===== src/rtl/i2c_sclhold_pkg.sv =====
package i2c_sclhold_pkg;

  // Hardware stretch start sources decoded from bit-engine events.
  typedef struct packed {
    logic tx_start;   // transmit-side stretch: ninth clock, buffer empty
    logic rx_start;   // receive-side stretch: byte end, stretching enabled
  } stretch_evt_t;

  // Operation applied to the release flag in one cycle.
  typedef enum logic [1:0] {
    REL_KEEP = 2'd0,
    REL_SET  = 2'd1,
    REL_CLR  = 2'd2
  } rel_op_t;

endpackage


===== src/rtl/i2c_sclhold_trigger.sv =====
module i2c_sclhold_trigger
  import i2c_sclhold_pkg::*;
(
  input  logic         slave_tx,
  input  logic         byte_done,
  input  logic         ack_fall,
  input  logic         txbuf_full,
  input  logic         stretch_en,
  output stretch_evt_t evt,
  output logic         hw_start
);

  always_comb begin
    // Transmit stretching ignores stretch_en entirely.
    evt.tx_start = slave_tx & ack_fall & ~txbuf_full;
    // Receive stretching is optional.
    evt.rx_start = ~slave_tx & byte_done & stretch_en;
    hw_start     = evt.tx_start | evt.rx_start;
  end

endmodule


===== src/rtl/i2c_sclhold_relbit.sv =====
module i2c_sclhold_relbit
  import i2c_sclhold_pkg::*;
(
  input  logic clk,
  input  logic rst_n,
  input  logic stop_seen,
  input  logic hw_start,
  input  logic rel_wr,
  input  logic rel_wdata,
  input  logic stretch_en,
  output logic rel_q,
  output logic rel_next
);

  rel_op_t op;

  // Priority: stop, then hardware stretch start, then software write.
  always_comb begin
    op = REL_KEEP;
    if (stop_seen) begin
      op = REL_SET;
    end else if (hw_start) begin
      op = REL_CLR;
    end else if (rel_wr) begin
      if (rel_wdata) begin
        op = REL_SET;
      end else if (stretch_en) begin
        op = REL_CLR;
      end
    end
  end

  always_comb begin
    unique case (op)
      REL_SET: rel_next = 1'b1;
      REL_CLR: rel_next = 1'b0;
      default: rel_next = rel_q;
    endcase
  end

  always_ff @(posedge clk or negedge rst_n) begin
    if (!rst_n) begin
      rel_q <= 1'b1;
    end else begin
      rel_q <= rel_next;
    end
  end

endmodule


===== src/rtl/i2c_sclhold_gate.sv =====
module i2c_sclhold_gate #(
  parameter int SYNC_STAGES = 2
) (
  input  logic clk,
  input  logic rst_n,
  input  logic scl_in,
  input  logic rel_next,
  output logic scl_sync,
  output logic pull_q
);

  localparam int LAST = SYNC_STAGES - 1;

  logic [LAST:0] chain;

  // Synchroniser for the sensed line; idles high (bus released).
  generate
    for (genvar g = 0; g < SYNC_STAGES; g++) begin : g_sync
      if (g == 0) begin : g_first
        always_ff @(posedge clk or negedge rst_n) begin
          if (!rst_n) chain[0] <= 1'b1;
          else        chain[0] <= scl_in;
        end
      end else begin : g_next
        always_ff @(posedge clk or negedge rst_n) begin
          if (!rst_n) chain[g] <= 1'b1;
          else        chain[g] <= chain[g-1];
        end
      end
    end
  endgenerate

  assign scl_sync = chain[LAST];

  // Start pulling only once the line is seen low; keep pulling
  // while the hold is pending; drop with the release edge.
  always_ff @(posedge clk or negedge rst_n) begin
    if (!rst_n) begin
      pull_q <= 1'b0;
    end else begin
      pull_q <= ~rel_next & (pull_q | ~scl_sync);
    end
  end

endmodule


===== src/rtl/i2c_sclhold_ctrl.sv =====
module i2c_sclhold_ctrl #(
  parameter int SYNC_STAGES = 2
) (
  input  logic clk,
  input  logic rst_n,
  input  logic slave_tx,
  input  logic byte_done,
  input  logic ack_fall,
  input  logic txbuf_full,
  input  logic stretch_en,
  input  logic rel_wr,
  input  logic rel_wdata,
  input  logic stop_seen,
  input  logic scl_in,
  output logic scl_pull_low,
  output logic rel_bit
);

  import i2c_sclhold_pkg::*;

  stretch_evt_t evt;
  logic         hw_start;
  logic         rel_q;
  logic         rel_next;
  logic         scl_sync;
  logic         pull_q;

  i2c_sclhold_trigger u_trig (
    .slave_tx   (slave_tx),
    .byte_done  (byte_done),
    .ack_fall   (ack_fall),
    .txbuf_full (txbuf_full),
    .stretch_en (stretch_en),
    .evt        (evt),
    .hw_start   (hw_start)
  );

  i2c_sclhold_relbit u_rel (
    .clk        (clk),
    .rst_n      (rst_n),
    .stop_seen  (stop_seen),
    .hw_start   (hw_start),
    .rel_wr     (rel_wr),
    .rel_wdata  (rel_wdata),
    .stretch_en (stretch_en),
    .rel_q      (rel_q),
    .rel_next   (rel_next)
  );

  i2c_sclhold_gate #(.SYNC_STAGES(SYNC_STAGES)) u_gate (
    .clk      (clk),
    .rst_n    (rst_n),
    .scl_in   (scl_in),
    .rel_next (rel_next),
    .scl_sync (scl_sync),
    .pull_q   (pull_q)
  );

  assign rel_bit      = rel_q;
  assign scl_pull_low = pull_q;

  logic unused_evt;
  assign unused_evt = ^evt;

endmodule


===== config.mk =====
export PLATFORM = sky130hd
export DESIGN_NAME = i2c_sclhold_ctrl
export DESIGN_NICKNAME = d
export VERILOG_FILES = /design/src/rtl/i2c_sclhold_pkg.sv /design/src/rtl/i2c_sclhold_trigger.sv /design/src/rtl/i2c_sclhold_relbit.sv /design/src/rtl/i2c_sclhold_gate.sv /design/src/rtl/i2c_sclhold_ctrl.sv
export SDC_FILE = /design/constraint.sdc
export NUM_CORES = 1
export LEC_CHECK = 0
export BUFFER_PORTS_ARGS = -buffer_cell sky130_fd_sc_hd__buf_4
export CORE_AREA = 5 5 42 44
export DETAILED_ROUTE_END_ITERATION = 12
export DIE_AREA = 0 0 47 49
export GPL_TIMING_DRIVEN = 0
export PLACE_DENSITY_LB_ADDON = 0.08
export SLEW_MARGIN = 20
export SYNTH_ARGS = -nofsm -noshare
export SYNTH_HDL_FRONTEND = slang
export SYNTH_SLANG_ARGS = --single-unit

===== constraint.sdc =====
create_clock -name clk -period 2.5 [get_ports clk]
set_input_delay 0 -clock clk [delete_from_list [all_inputs] [get_ports clk]]
set_output_delay 0 -clock clk [all_outputs]
set_load 0.01 [all_outputs]

# Word-level counts from Yosys, hierarchy flattened
# Cells that the tools add are included.
[totals] register_bits=4 wordCells=23 output_inout_bits=2 in_bits=11
[classes] bitwise_logic=11 mux=6 n_eq_ne=2
[ops] operator="2-bit two-way mux" count=5
[ops] operator="1-bit AND" count=5
[ops] operator="1-bit inverter" count=4
[ops] operator="2-bit by 1-bit == test with 1-bit output (second input constant)" count=1
[ops] operator="2-bit == test (second input constant)" count=1
[ops] operator="1-bit OR" count=2
[ops] operator="1-bit case mux with 2 select lines" count=1

# Depth between registers and ports, before layout
[depth] word_depth=10 mapped_depth=5 ltp_nobuf=5

# Cells and area by module
# A second synthesis with hierarchy kept.
[hier_totals] hier_cells=17 area_unflattened_um2=196.4
[modules_own_cells] mod="i2c_sclhold_gate" seq_area_each_um2=77.6 area_per_inst_um2=90.1 n_inst=1 cells_each=5
[modules_own_cells] mod="i2c_sclhold_relbit" seq_area_each_um2=26.3 area_per_inst_um2=85.1 n_inst=1 cells_each=7
[modules_own_cells] mod="i2c_sclhold_trigger" seq_area_each_um2=0.0 area_per_inst_um2=21.3 n_inst=1 cells_each=5

# Least setup slack after synthesis
# No wires, ideal clock.
[synth_timing] path_kind="in2reg" start="in stop_seen" end="reg u_gate.pull_q" stages=5 t_required_ns=2.423 setup_time_ns=0.077 t_arrival_ns=1.015 path_buffers=0 slack_ns=1.408 cell_sequence="and4bb_1 nor3_1 ha_1 mux2_2 a21oi_1"
[synth_via] elab_chain_cells=5 word_cells_on_any_way=6 classes_between="eq/ne: 2; mux: 2; bitwise: 2"
[synth_lines] item="start: declaration" line_no="i2c_sclhold_ctrl.sv:13" source="input logic stop_seen,"
[synth_lines] item="2-bit two-way mux (*)" line_no="i2c_sclhold_relbit.sv:20" source="if (stop_seen) begin"
[synth_lines] item="2-bit == test / 2-bit by 1-bit == test with 1-bit output (equally long branches)" line_no="i2c_sclhold_relbit.sv:34" source="unique case (op)"
[synth_lines] item="1-bit case mux with 2 select lines (*)" line_no="i2c_sclhold_relbit.sv:34"
[synth_lines] item="named net rel_next" line_no="i2c_sclhold_ctrl.sv:24" source="logic rel_next;"
[synth_lines] item="1-bit inverter (*)" line_no="i2c_sclhold_gate.sv:41" source="pull_q <= ~rel_next & (pull_q | ~scl_sync);"
[synth_lines] item="1-bit AND (*)" line_no="i2c_sclhold_gate.sv:41"
[synth_lines] item="end signal: assignment" line_no="i2c_sclhold_gate.sv:41"
[synth_lines] item="end: declaration" line_no="i2c_sclhold_gate.sv:9" source="output logic pull_q"
# Mark *: on every way through the listed nets, which the timed path passes. The rest lies on a longest branch.

# Final worst setup path
# Ends and elaborated chain as after synthesis.

==> impl_summary.md <==
Finish
From synthesis to final layout, the design area changed by 82.8%. The fraction of layout instances using a drive strength above 1 is 62.5%. The net total in the final layout is 45.

The share of the core filled with cells in the final layout is around a quarter. The repair_antennas step left the layout with diodes totalling 0. The most common cell after layout, fill and taps aside is sky130_fd_sc_hd__buf_4.

The library cells used most frequently in the layout, excluding fill and tap cells, are sky130_fd_sc_hd__buf_4 (12), sky130_fd_sc_hd__clkbuf_4 (3), sky130_fd_sc_hd__dfstp_2 (3).

STA
Of the available clock period, the critical path in the final layout requires 41.5%. The number of setup violations in the final report is 0. The setup TNS is 0 ps.

The clock period could shrink to 1040 ps. For the pin with the worst max-slew slack, the measured transition is 180 ps. Across all setup checks in the final design, the least slack found is 1460 ps.

The number of failing hold endpoints at the final stage came to 0. The worst-case hold slack is 92.4 ps. The achievable clock frequency is a little under 1000 MHz. The max-slew violation total from the final report is 0. Setup repair after global routing left no endpoint under its margin. Headroom to the max-slew limit came out at 87.9%. The final setup skew is 0.658 ps.

Drt
The count of nets left with antenna violations once routing finished came out at 0. The routed layout has 182 vias. In the final routed layout, each cell accounts on average for 9.40 um. The number of DRC violations after detailed-routing iteration 0 is 3. The average via count per standard cell is 3.79. The number of optimization iterations in the first detailed-route pass is 3. The number of remaining DRC errors is 0. Summed over all layers, the routed wires come to 451 um.

Run
The tool flagged a number of max-cap violations equal to 0.

Place
The routability congestion estimate from global placement is 0.662. The number of buffer cells added on primary ports is 12. The worst slack at placement is 1180 ps.

Logic synthesis
Synthesis inferred 4 register bits. The net count after synthesis is 26. The Yosys step of the flow raised 0 warnings.

The average cell area after synthesis is about 13 um^2. The netlist uses 9 different library cells. The count of mapped cells out of synthesis is 14.

Summing every instance area after synthesis gives 189 um^2. Of the synthesized area, sequential elements account for between 50 and 60%.

Clock network
The tree is rooted in a sky130_fd_sc_hd__clkbuf_4. Gates resized during post-CTS repair numbered 0. Buffers added to address setup during post-CTS repair amount to 0. TritonCTS created 3 clock buffers. The number of clock sinks is 4. Clock-pin slew was measured on the worst setup and hold paths at ~40 ps.

The count of hold-fix buffers inserted at cts is 2. The later-pin clock latency in the skew report is 240 ps. The number of levels in the clock H-tree is 1. The longest clock path from root to sink contains 2 buffers. The clock tree from TritonCTS is built.

Die
In this run the vertical extent of the chip is 49 um. The total I/O pin count is 13. The area of the core region is between 1000 and 1500 um^2. The overall die width is 47 um.

The initialized floorplan defines 14 standard-cell rows. The starting density of the core is 13.5%. The die covers 2300 um^2.

Power and ir drop
Per report_power, the sequential group accounts for between 30% and 40% of the total. The switching component of the power is 0.0519 mW. The part of the total power dissipated in the clock network is 40.3%. Of the total power, combinational logic draws 22.3%. In this run switching power makes up 23.3% of total power. For this design the ratio of total power to cell area is roughly 640 nW/um^2. The total chip power is 0.222 mW. The design internal power is between 0.15 and 0.2 mW.

IR analysis of the VDD net gives a maximum drop of between 0.3 and 0.4 mV. The standby leakage power is 0.163 nW.

GRT
The wire length of the first global-routing pass is 703 um. For this run the aggregate overflow at the end of global routing stands at 0. Entering global routing, the biggest net connects 5 pins. The number of global-route vias before repair is between 150 and 200. The number of antenna violations at the first check in global routing is 0. The total global routing track utilization is 4.73%.

Run status
The flow ran to the end, and the final reports show no timing, DRC or antenna violations.

Setup path
The endpoint arrival time on the critical path is 1200 ps. The category of the critical setup timing path is in2reg. STA classifies the critical path endpoint as a register. The maximum net fanout on the critical path is 4. STA puts the critical path data required time at 2660 ps. STA classifies the critical path startpoint as an input port.

Hold path
The type of the tightest min-delay check is in2async.
-- registers in the layout, indices dropped and copies added, names as in the netlist --
register         cells
u_gate.chain         1
u_gate.pull_q        1
u_gate.scl_sync      1
u_rel.rel_q          1
-- kinds of logic after synthesis --
logic type      share of synthesized area [%]
flops                                    55.0
buf+inv                                  1.98
compound gates                           5.30
mux                                      5.96
simple gates                             25.2
fa+ha+maj                                6.62
-- worst max-delay path, stage by stage --
cell and delay, ps:
sky130_fd_sc_hd__buf_4 120, sky130_fd_sc_hd__and4bb_1 280, sky130_fd_sc_hd__nor3_1 70, sky130_fd_sc_hd__ha_1 280, sky130_fd_sc_hd__mux2_2 340, sky130_fd_sc_hd__a21oi_1 110
-- power groups by stage --
stage | logic [mW] | registers [mW] | clock network (mW)
2_1_floorplan | 0.0145 | 0.0882 | 0
5_1_grt | 0.0549 | 0.0848 | 0.103
3_3_place_gp | 0.0480 | 0.0836 | 0
4_1_cts | 0.0509 | 0.0834 | 0.0951
6_report | 0.0495 | 0.0832 | 0.0896
3_5_place_dp | 0.0484 | 0.0842 | 0
-- cells in the mapped netlist (all sizes together) --
| library cell | n | area share [%] |
|---|---|---|
| nor3 | 2 | 5.3 |
| a21oi | 2 | 5.3 |
| mux2 | 1 | 6.0 |
| dfrtp | 1 | 13 |
| and4bb | 3 | 20 |
| dfstp | 3 | 42 |
| ha | 1 | 6.6 |
| inv | 1 | 2.0 |
-- final timing paths --
kind                            slack [ps]                   endpoint                      start  cells past startpoint
max in group asynchronous             2220      u_rel.rel_q$_DFF_PN1_                      rst_n                      2
worst min-delay path                    90    u_gate.pull_q$_DFF_PN0_                      rst_n                      2
worst max-delay path                  1460    u_gate.pull_q$_DFF_PN0_                  stop_seen                      6
min in group clk                       360  u_gate.scl_sync$_DFF_PN1_  u_gate.chain[0]$_DFF_PN1_                      0
worst min register to register         360  u_gate.scl_sync$_DFF_PN1_  u_gate.chain[0]$_DFF_PN1_                      0
worst max register to register        1680    u_gate.pull_q$_DFF_PN0_      u_rel.rel_q$_DFF_PN1_                      2
-- per-layer routing --
layer	part of all wire, %	wire [um]	track usage, %	vias to the layer above
met5	0	0	0	-
met4	0	0	0	0
met3	17	78	7.01	0
met2	46	209	6.33	9
met1	36	164	4.43	83
li1	-	-	-	90
-- cell type report --
| cell class | count | area [um^2] |
|---|---|---|
| multi-input cells | 9 | 81.3 |
| well taps | 16 | 20.0 |
| clock buffers | 4 | 26.3 |
| fillers | 165 | 1060 |
| repair buffers | 14 | 110 |
| flip-flops and latches | 4 | 104 |
| inverters | 1 | 3.75 |
-- metrics by stage --
stage	area [um^2]	instances
after detailed placement	299	42
final	345	48
after global routing	345	48
after CTS	345	48
after global placement	299	42
after floorplan	189	14
No activity file was read; power rests on OpenSTA's default activity.
